## src/rtl/pit_pkg.sv

```systemverilog
package pit_pkg;
  typedef enum logic [1:0] {
    ACC_SNAP = 2'd0,
    ACC_LO   = 2'd1,
    ACC_HI   = 2'd2,
    ACC_BOTH = 2'd3
  } acc_e;

  localparam logic [1:0] SEL_DATA = 2'd0;
  localparam logic [1:0] SEL_MODE = 2'd1;
  localparam logic [1:0] SEL_CTRL = 2'd2;
  localparam logic [2:0] OP_SQUARE = 3'd3;
endpackage

```

## src/rtl/pit_host_port.sv

```systemverilog
module pit_host_port
  import pit_pkg::*;
#(
  parameter int BYTE_W = 8,
  parameter int CHAN   = 2
) (
  input  logic                  clk,
  input  logic                  rst,
  input  logic                  wr_i,
  input  logic                  rd_i,
  input  logic [1:0]            sel_i,
  input  logic [BYTE_W-1:0]     wdata_i,
  input  logic [2*BYTE_W-1:0]   cnt_i,
  input  logic                  out_i,
  output logic                  load_o,
  output logic [2*BYTE_W-1:0]   reload_o,
  output logic                  mode_set_o,
  output logic                  mode_sq_o,
  output logic                  sq_o,
  output logic                  gate_o,
  output logic                  spk_en_o,
  output logic [BYTE_W-1:0]     rdata_o
);
  localparam int CNT_W = 2 * BYTE_W;
  localparam logic [1:0] CHAN_ID = 2'(CHAN);

  acc_e              acc_q;
  logic              sq_q, wptr_q, rptr_q, snap_q, gate_q, spk_q;
  logic [BYTE_W-1:0] lo_q, rdata_q;
  logic [CNT_W-1:0]  snapv_q;

  logic wr_data, rd_data, mode_hit, snap_cmd;
  logic [BYTE_W-1:0] data_byte, ctrl_byte;

  assign wr_data    = wr_i && (sel_i == SEL_DATA);
  assign rd_data    = rd_i && !wr_i && (sel_i == SEL_DATA);
  assign mode_hit   = wr_i && (sel_i == SEL_MODE) && (wdata_i[7:6] == CHAN_ID);
  assign snap_cmd   = mode_hit && (wdata_i[5:4] == ACC_SNAP);
  assign mode_set_o = mode_hit && !snap_cmd;
  assign mode_sq_o  = (wdata_i[3:1] == OP_SQUARE);

  assign load_o = wr_data && ((acc_q == ACC_LO) || (acc_q == ACC_HI) ||
                              ((acc_q == ACC_BOTH) && wptr_q));

  always_comb begin
    case (acc_q)
      ACC_LO:  reload_o = {{BYTE_W{1'b0}}, wdata_i};
      ACC_HI:  reload_o = {wdata_i, {BYTE_W{1'b0}}};
      default: reload_o = {wdata_i, lo_q};
    endcase
  end

  always_comb begin
    if (snap_q)
      data_byte = rptr_q ? snapv_q[CNT_W-1:BYTE_W] : snapv_q[BYTE_W-1:0];
    else if (acc_q == ACC_HI)
      data_byte = cnt_i[CNT_W-1:BYTE_W];
    else if (acc_q == ACC_LO)
      data_byte = cnt_i[BYTE_W-1:0];
    else
      data_byte = rptr_q ? cnt_i[CNT_W-1:BYTE_W] : cnt_i[BYTE_W-1:0];
    ctrl_byte    = '0;
    ctrl_byte[0] = gate_q;
    ctrl_byte[1] = spk_q;
    ctrl_byte[5] = out_i;
  end

  always_ff @(posedge clk) begin
    if (rst) begin
      acc_q   <= ACC_BOTH;
      sq_q    <= 1'b0;
      wptr_q  <= 1'b0;
      rptr_q  <= 1'b0;
      snap_q  <= 1'b0;
      snapv_q <= '0;
      lo_q    <= '0;
      gate_q  <= 1'b0;
      spk_q   <= 1'b0;
      rdata_q <= '0;
    end else begin
      if (wr_i && (sel_i == SEL_CTRL)) begin
        gate_q <= wdata_i[0];
        spk_q  <= wdata_i[1];
      end
      if (snap_cmd && !snap_q) begin
        snap_q  <= 1'b1;
        snapv_q <= cnt_i;
        rptr_q  <= 1'b0;
      end
      if (mode_set_o) begin
        acc_q  <= acc_e'(wdata_i[5:4]);
        sq_q   <= mode_sq_o;
        wptr_q <= 1'b0;
        rptr_q <= 1'b0;
        snap_q <= 1'b0;
      end
      if (wr_data && (acc_q == ACC_BOTH)) begin
        if (!wptr_q) lo_q <= wdata_i;
        wptr_q <= !wptr_q;
      end
      if (rd_i && !wr_i) begin
        case (sel_i)
          SEL_DATA: rdata_q <= data_byte;
          SEL_CTRL: rdata_q <= ctrl_byte;
          default:  rdata_q <= '0;
        endcase
      end
      if (rd_data && (snap_q || (acc_q == ACC_BOTH))) begin
        rptr_q <= !rptr_q;
        if (snap_q && rptr_q) snap_q <= 1'b0;
      end
    end
  end

  assign sq_o     = sq_q;
  assign gate_o   = gate_q;
  assign spk_en_o = spk_q;
  assign rdata_o  = rdata_q;

  // a pending snapshot is never overwritten
  p_snap_hold_r8: assert property (@(posedge clk) disable iff (rst)
    snap_q |=> $stable(snapv_q));
  // the low byte of a two-byte sequence never arms the counter
  p_split_load_r4: assert property (@(posedge clk) disable iff (rst)
    (wr_data && (acc_q == ACC_BOTH) && !wptr_q) |=> !$past(load_o) && wptr_q);
endmodule

```

## src/rtl/pit_count_core.sv

```systemverilog
module pit_count_core #(
  parameter int CNT_W = 16
) (
  input  logic             clk,
  input  logic             rst,
  input  logic             tick_i,
  input  logic             gate_i,
  input  logic             load_i,
  input  logic [CNT_W-1:0] reload_i,
  input  logic             mode_set_i,
  input  logic             mode_sq_i,
  input  logic             sq_i,
  output logic [CNT_W-1:0] cnt_o,
  output logic             out_o
);
  logic [CNT_W-1:0] cnt_q, rel_q, hi_cur, lo_cur;
  logic             out_q, armed_q;

  // Half lengths of a square period; a zero count stands for 2**CNT_W.
  function automatic logic [CNT_W-1:0] half_len(input logic [CNT_W-1:0] r,
                                                input logic upper);
    logic [CNT_W-1:0] lo;
    lo = {(r == '0), r[CNT_W-1:1]};
    return upper ? (lo + {{(CNT_W-1){1'b0}}, r[0]}) : lo;
  endfunction

  assign hi_cur = half_len(rel_q, 1'b1);
  assign lo_cur = half_len(rel_q, 1'b0);

  always_ff @(posedge clk) begin
    if (rst) begin
      cnt_q   <= '0;
      rel_q   <= '0;
      out_q   <= 1'b0;
      armed_q <= 1'b0;
    end else if (mode_set_i) begin
      armed_q <= 1'b0;
      out_q   <= mode_sq_i;
    end else if (load_i) begin
      armed_q <= 1'b1;
      rel_q   <= reload_i;
      if (sq_i) begin
        cnt_q <= half_len(reload_i, 1'b1);
        out_q <= 1'b1;
      end else begin
        cnt_q <= reload_i;
        out_q <= 1'b0;
      end
    end else if (tick_i && gate_i && armed_q) begin
      if (sq_i) begin
        if (cnt_q == CNT_W'(1)) begin
          if (out_q && (lo_cur != '0)) begin
            out_q <= 1'b0;
            cnt_q <= lo_cur;
          end else begin
            out_q <= 1'b1;
            cnt_q <= hi_cur;
          end
        end else begin
          cnt_q <= cnt_q - 1'b1;
        end
      end else begin
        cnt_q <= cnt_q - 1'b1;
        if (cnt_q == CNT_W'(1)) out_q <= 1'b1;
      end
    end
  end

  assign cnt_o = cnt_q;
  assign out_o = out_q;

  // a closed gate freezes the count
  p_gate_hold_r5: assert property (@(posedge clk) disable iff (rst)
    (!gate_i && !load_i && !mode_set_i) |=> ($stable(cnt_q) && $stable(out_q)));
  // a finished one-shot stays high until reloaded
  p_oneshot_sticky_r6: assert property (@(posedge clk) disable iff (rst)
    (!sq_i && out_q && !load_i && !mode_set_i) |=> out_q);
  // an armed square wave never sits at a zero half count
  p_square_nonzero_r7: assert property (@(posedge clk) disable iff (rst)
    (armed_q && sq_i) |-> (cnt_q != '0));
endmodule

```

## src/rtl/pit_chan.sv

```systemverilog
module pit_chan
  import pit_pkg::*;
#(
  parameter int BYTE_W = 8,
  parameter int CHAN   = 2
) (
  input  logic              clk,
  input  logic              rst,
  input  logic              tick,
  input  logic              wr,
  input  logic              rd,
  input  logic [1:0]        sel,
  input  logic [BYTE_W-1:0] wdata,
  output logic [BYTE_W-1:0] rdata,
  output logic              spk_out
);
  localparam int CNT_W = 2 * BYTE_W;

  logic             load, mode_set, mode_sq, sq, gate, spk_en, out;
  logic [CNT_W-1:0] reload, cnt;

  pit_host_port #(.BYTE_W(BYTE_W), .CHAN(CHAN)) host_i (
    .clk(clk), .rst(rst), .wr_i(wr), .rd_i(rd), .sel_i(sel), .wdata_i(wdata),
    .cnt_i(cnt), .out_i(out), .load_o(load), .reload_o(reload),
    .mode_set_o(mode_set), .mode_sq_o(mode_sq), .sq_o(sq), .gate_o(gate),
    .spk_en_o(spk_en), .rdata_o(rdata)
  );

  pit_count_core #(.CNT_W(CNT_W)) core_i (
    .clk(clk), .rst(rst), .tick_i(tick), .gate_i(gate), .load_i(load),
    .reload_i(reload), .mode_set_i(mode_set), .mode_sq_i(mode_sq), .sq_i(sq),
    .cnt_o(cnt), .out_o(out)
  );

  assign spk_out = out & spk_en;

  // the speaker line is silent whenever its enable is off
  p_spk_gate_r11: assert property (@(posedge clk) disable iff (rst)
    !spk_en |-> !spk_out);
endmodule

```

## config.mk

```make
export PLATFORM = sky130hd
export DESIGN_NAME = pit_chan
export DESIGN_NICKNAME = d
export VERILOG_FILES = /design/src/rtl/pit_pkg.sv /design/src/rtl/pit_host_port.sv /design/src/rtl/pit_count_core.sv /design/src/rtl/pit_chan.sv
export SDC_FILE = /design/constraint.sdc
export NUM_CORES = 1
export LEC_CHECK = 0
export ABC_AREA = 0
export BUFFER_PORTS_ARGS = -buffer_cell sky130_fd_sc_hd__buf_2
export CELL_PAD_IN_SITES_DETAIL_PLACEMENT = 2
export CELL_PAD_IN_SITES_GLOBAL_PLACEMENT = 2
export CORE_UTILIZATION = 39
export CTS_CLUSTER_DIAMETER = 100
export DETAILED_ROUTE_END_ITERATION = 8
export PLACE_DENSITY = 0.95
export RECOVER_POWER = 100
export SYNTH_ARGS = -nofsm -noshare
export SYNTH_HDL_FRONTEND = slang
export SYNTH_SLANG_ARGS = --single-unit
```

## constraint.sdc

```tcl
create_clock -name clk -period 7.2 [get_ports clk]
set_input_delay 1.44 -clock clk [delete_from_list [all_inputs] [get_ports clk]]
set_output_delay 1.44 -clock clk [all_outputs]
set_load 0.02 [all_outputs]
```

==> flow_metrics.env <==
export IMPL_yosysWarnings=0
export IMPL_cts_tree="done"
export IMPL_num_antenna_cells=0
export IMPL_postCtsSetupRepairBufs=0
export IMPL_leakagePower_nw=1.83
export IMPL_cts_resized=0
export IMPL_ys_seq_area_share_pct=30.7
export IMPL_port_buffers=23
export IMPL_stdcell_area_um2=5160
export IMPL_seqCellArea_um2=1480
export IMPL_root_buffer="clkbuf_16"
export IMPL_post_route_min_period_ns=4.34
export IMPL_cp_slowest_stage_delay_ns=1.22
export IMPL_place_congestion=0.897
export IMPL_cap_violations=1
export IMPL_drc=0
export IMPL_synth_cell_types=68
export IMPL_post_dp_cell_area_um2=4910
export IMPL_hold_viol=0
export IMPL_tightest_slew_ns=1.65
export IMPL_peakVddDrop_v=0.000144
export IMPL_multi_input_area_um2=3050
export IMPL_ys_flop_type="dfxtp_1"
export IMPL_rsz0062_at_grt="false"
export IMPL_r2r_setup_slack_ns=3.22
export IMPL_nets=658
export IMPL_insertion_delay_ns=0.35
export IMPL_grt_overflow_total=0
export IMPL_pin_count=24
export IMPL_die_x_um=113
export IMPL_path_cells="clkbuf_1, nor2_1, nand2_1, a21oi_1, clkbuf_1, nand2_1, a211oi_1, a311oi_1, a211oi_1"
export IMPL_drv_slew=32
export IMPL_cts_sinks=74
export IMPL_tns_ns=0
export IMPL_drt_total_wl_um=19200
export IMPL_outcome="finished, violations left"
export IMPL_ys_top_cells_by_area="dfxtp_1, nand2_1, a21oi_1"
export IMPL_fp_coreArea_um2=12000
export IMPL_wl_per_cell_um=24.6
export IMPL_ant_nets=0
export IMPL_finalCritPeriodShare_pct=60.3
export IMPL_cts_buffer_depth=2
export IMPL_syn_inst=641
export IMPL_grt_antenna_before_repair=0
export IMPL_ys_ff_latch=74
export IMPL_synth_top_area_share_pct=30.7
export IMPL_critPathRequiredTime_ns=7.46
export IMPL_setup_violations_final=0
export IMPL_start_util_pct=40.2
export IMPL_grt_pass1_vias=5442
export IMPL_max_freq_ghz=0.230
export IMPL_die_h_um=113
export IMPL_hpwl_um=13800
export IMPL_syn_avg_cell_area_um2=7.53
export IMPL_grt_total_usage_pct=31.2
export IMPL_slowest_stage="clkbuf_1"
export IMPL_drtIter0Drc=349
export IMPL_drive_above_1_share_pct=6.76
export IMPL_startpoint_type="input pin"
export IMPL_critPathMaxFanout=31
export IMPL_end_kind="flop"
export IMPL_grt_max_degree=75
export IMPL_power_mw=0.947
export IMPL_h_tree_depth=3
export IMPL_min_delay_path_class="reg -> reg"
export IMPL_arrival_ns=4.61
export IMPL_drtPass1Iterations=5
export IMPL_rows=40
export IMPL_area_growth_pct=6.95
export IMPL_netlist_area_um2=4820
export IMPL_worst_hold_slack_ns=0.459
export IMPL_powerDensity_nw_per_um2=183
export IMPL_fin_ws_ns=2.86
export IMPL_fin_worst_skew_ns=0.00620
export IMPL_num_vias=5073
export IMPL_path_class="in -> reg"
export IMPL_syn_num_nets=667
export IMPL_grt_pass1_wl_um=30400
export IMPL_cts_clk_slew_worst_paths_ns=0.06
export IMPL_vias_per_cell=6.48
export IMPL_synth_enable_flop_cells=0
export IMPL_violations="max-capacitance violations, max-slew violations"
export IMPL_max_slew_margin_rel_pct=-9.90
export IMPL_yosysTopAreaCell="dfxtp_1"
export IMPL_async_reset_ff_share_pct=0
export IMPL_hold_buffers=0
export IMPL_post_place_ws_ns=3.37
export IMPL_numCtsBuffers=9
export IMPL_die_area_um2=12800
export IMPL_n_fill_cell=1408
## registers in the layout (all words and copies together), names as in the netlist
signal,flops
host_i.wptr_q,1
host_i.gate_o,1
host_i.snap_q,1
host_i.snapv_q,16
core_i.armed_q,1
host_i.rdata_o,8
host_i.spk_en_o,1
core_i.out_o,1
core_i.rel_q,16
core_i.cnt_o,16
host_i.acc_q,2
host_i.sq_o,1
host_i.rptr_q,1
host_i.lo_q,8
## worst max-delay path: cells and delay by family
family	cells	cell delay, ns
AOI/OAI and AO/OA	4	0.90
and+or+nand+nor	3	0.92
buffers and inverters	2	1.34
## path summary, 6_finish.rpt
check	startpoint	end	depth (start not counted)
max	sel[1]	core_i.cnt_o[9]	9
min	host_i.snapv_q[5]	host_i.snapv_q[5]	2
max reg2reg	host_i.acc_q[0]	core_i.cnt_o[13]	8
min reg2reg	host_i.snapv_q[5]	host_i.snapv_q[5]	2
## metrics by stage
stage | util (%) | instances
floorplan | - | 641
global placement | 40.9 | 768
detailed placement | 40.9 | 768
CTS | 43.1 | 783
global route | 43.0 | 783
finish | 43.0 | 783
## per-layer routing
layer / share of wire [%] / track usage (%)
met4: 4.3 / 14.7
met2: 49 / 54.2
met3: 5.7 / 7.50
met1: 40 / 36.1
met5: 0 / 0
## layout by cell type (no fill, tap or decap), types with 5 or more instances in the layout
cell type / netlist / routed
nand2_1: 93 / 93
nor2_1: 74 / 74
dfxtp_1: 74 / 74
a21oi_1: 62 / 62
mux2i_1: 21 / 21
nand3_1: 20 / 20
o21ai_0: 19 / 19
nor3_1: 18 / 18
a211oi_1: 17 / 17
xnor2_1: 15 / 15
inv_1: 14 / 14
xor2_1: 12 / 12
buf_2: 4 / 12
clkbuf_1: 32 / 12
nand4_1: 11 / 11
nor2b_1: 11 / 11
ha_1: 11 / 11
clkbuf_16: 1 / 9
nor4_1: 8 / 8
and3_1: 7 / 7
a22oi_1: 7 / 7
nand3b_1: 6 / 6
and2_1: 6 / 6
nand2b_1: 6 / 6
a221o_1: 6 / 6
o211ai_1: 5 / 5
a311oi_1: 5 / 5
a221oi_1: 5 / 5
## cells by family after synthesis
kind of cell,count (synthesis),share of synthesized area [%]
and+or+nand+nor,286,29.0
AOI/OAI and AO/OA,159,21.5
DFF,74,30.7
buffers and inverters,61,6.17
xor gates and xnor gates,27,4.90
muxes,23,4.82
adders and majority gates,11,2.85
## power by group
part / switching [mW] / internal (mW)
registers: 0.00997 / 0.416
clock network: 0.194 / 0.232
logic: 0.0660 / 0.0297
## Yosys cell counts (7+ instances only)
| master | n |
|---|---|
| nor3_1 | 18 |
| a22oi_1 | 7 |
| nor2b_1 | 11 |
| mux2i_1 | 21 |
| dfxtp_1 | 74 |
| nand4_1 | 11 |
| clkbuf_1 | 32 |
| nand2_1 | 93 |
| inv_1 | 14 |
| a21oi_1 | 62 |
| ha_1 | 11 |
| nand3_1 | 20 |
| xor2_1 | 12 |
| nor4_1 | 8 |
| a211oi_1 | 17 |
| o21ai_0 | 19 |
| and3_1 | 7 |
| xnor2_1 | 15 |
| nor2_1 | 74 |
## area by class of cell
cell class / instances / area share [%]
multi-input combinational: 506 / 59.0
clock buffer: 9 / 4.36
tap: 147 / 3.56
inverter: 14 / 1.02
clock inverter: 6 / 0.849
sequential: 74 / 28.7
timing repair buffer: 27 / 2.47
No activity file was read; power rests on OpenSTA's default activity.
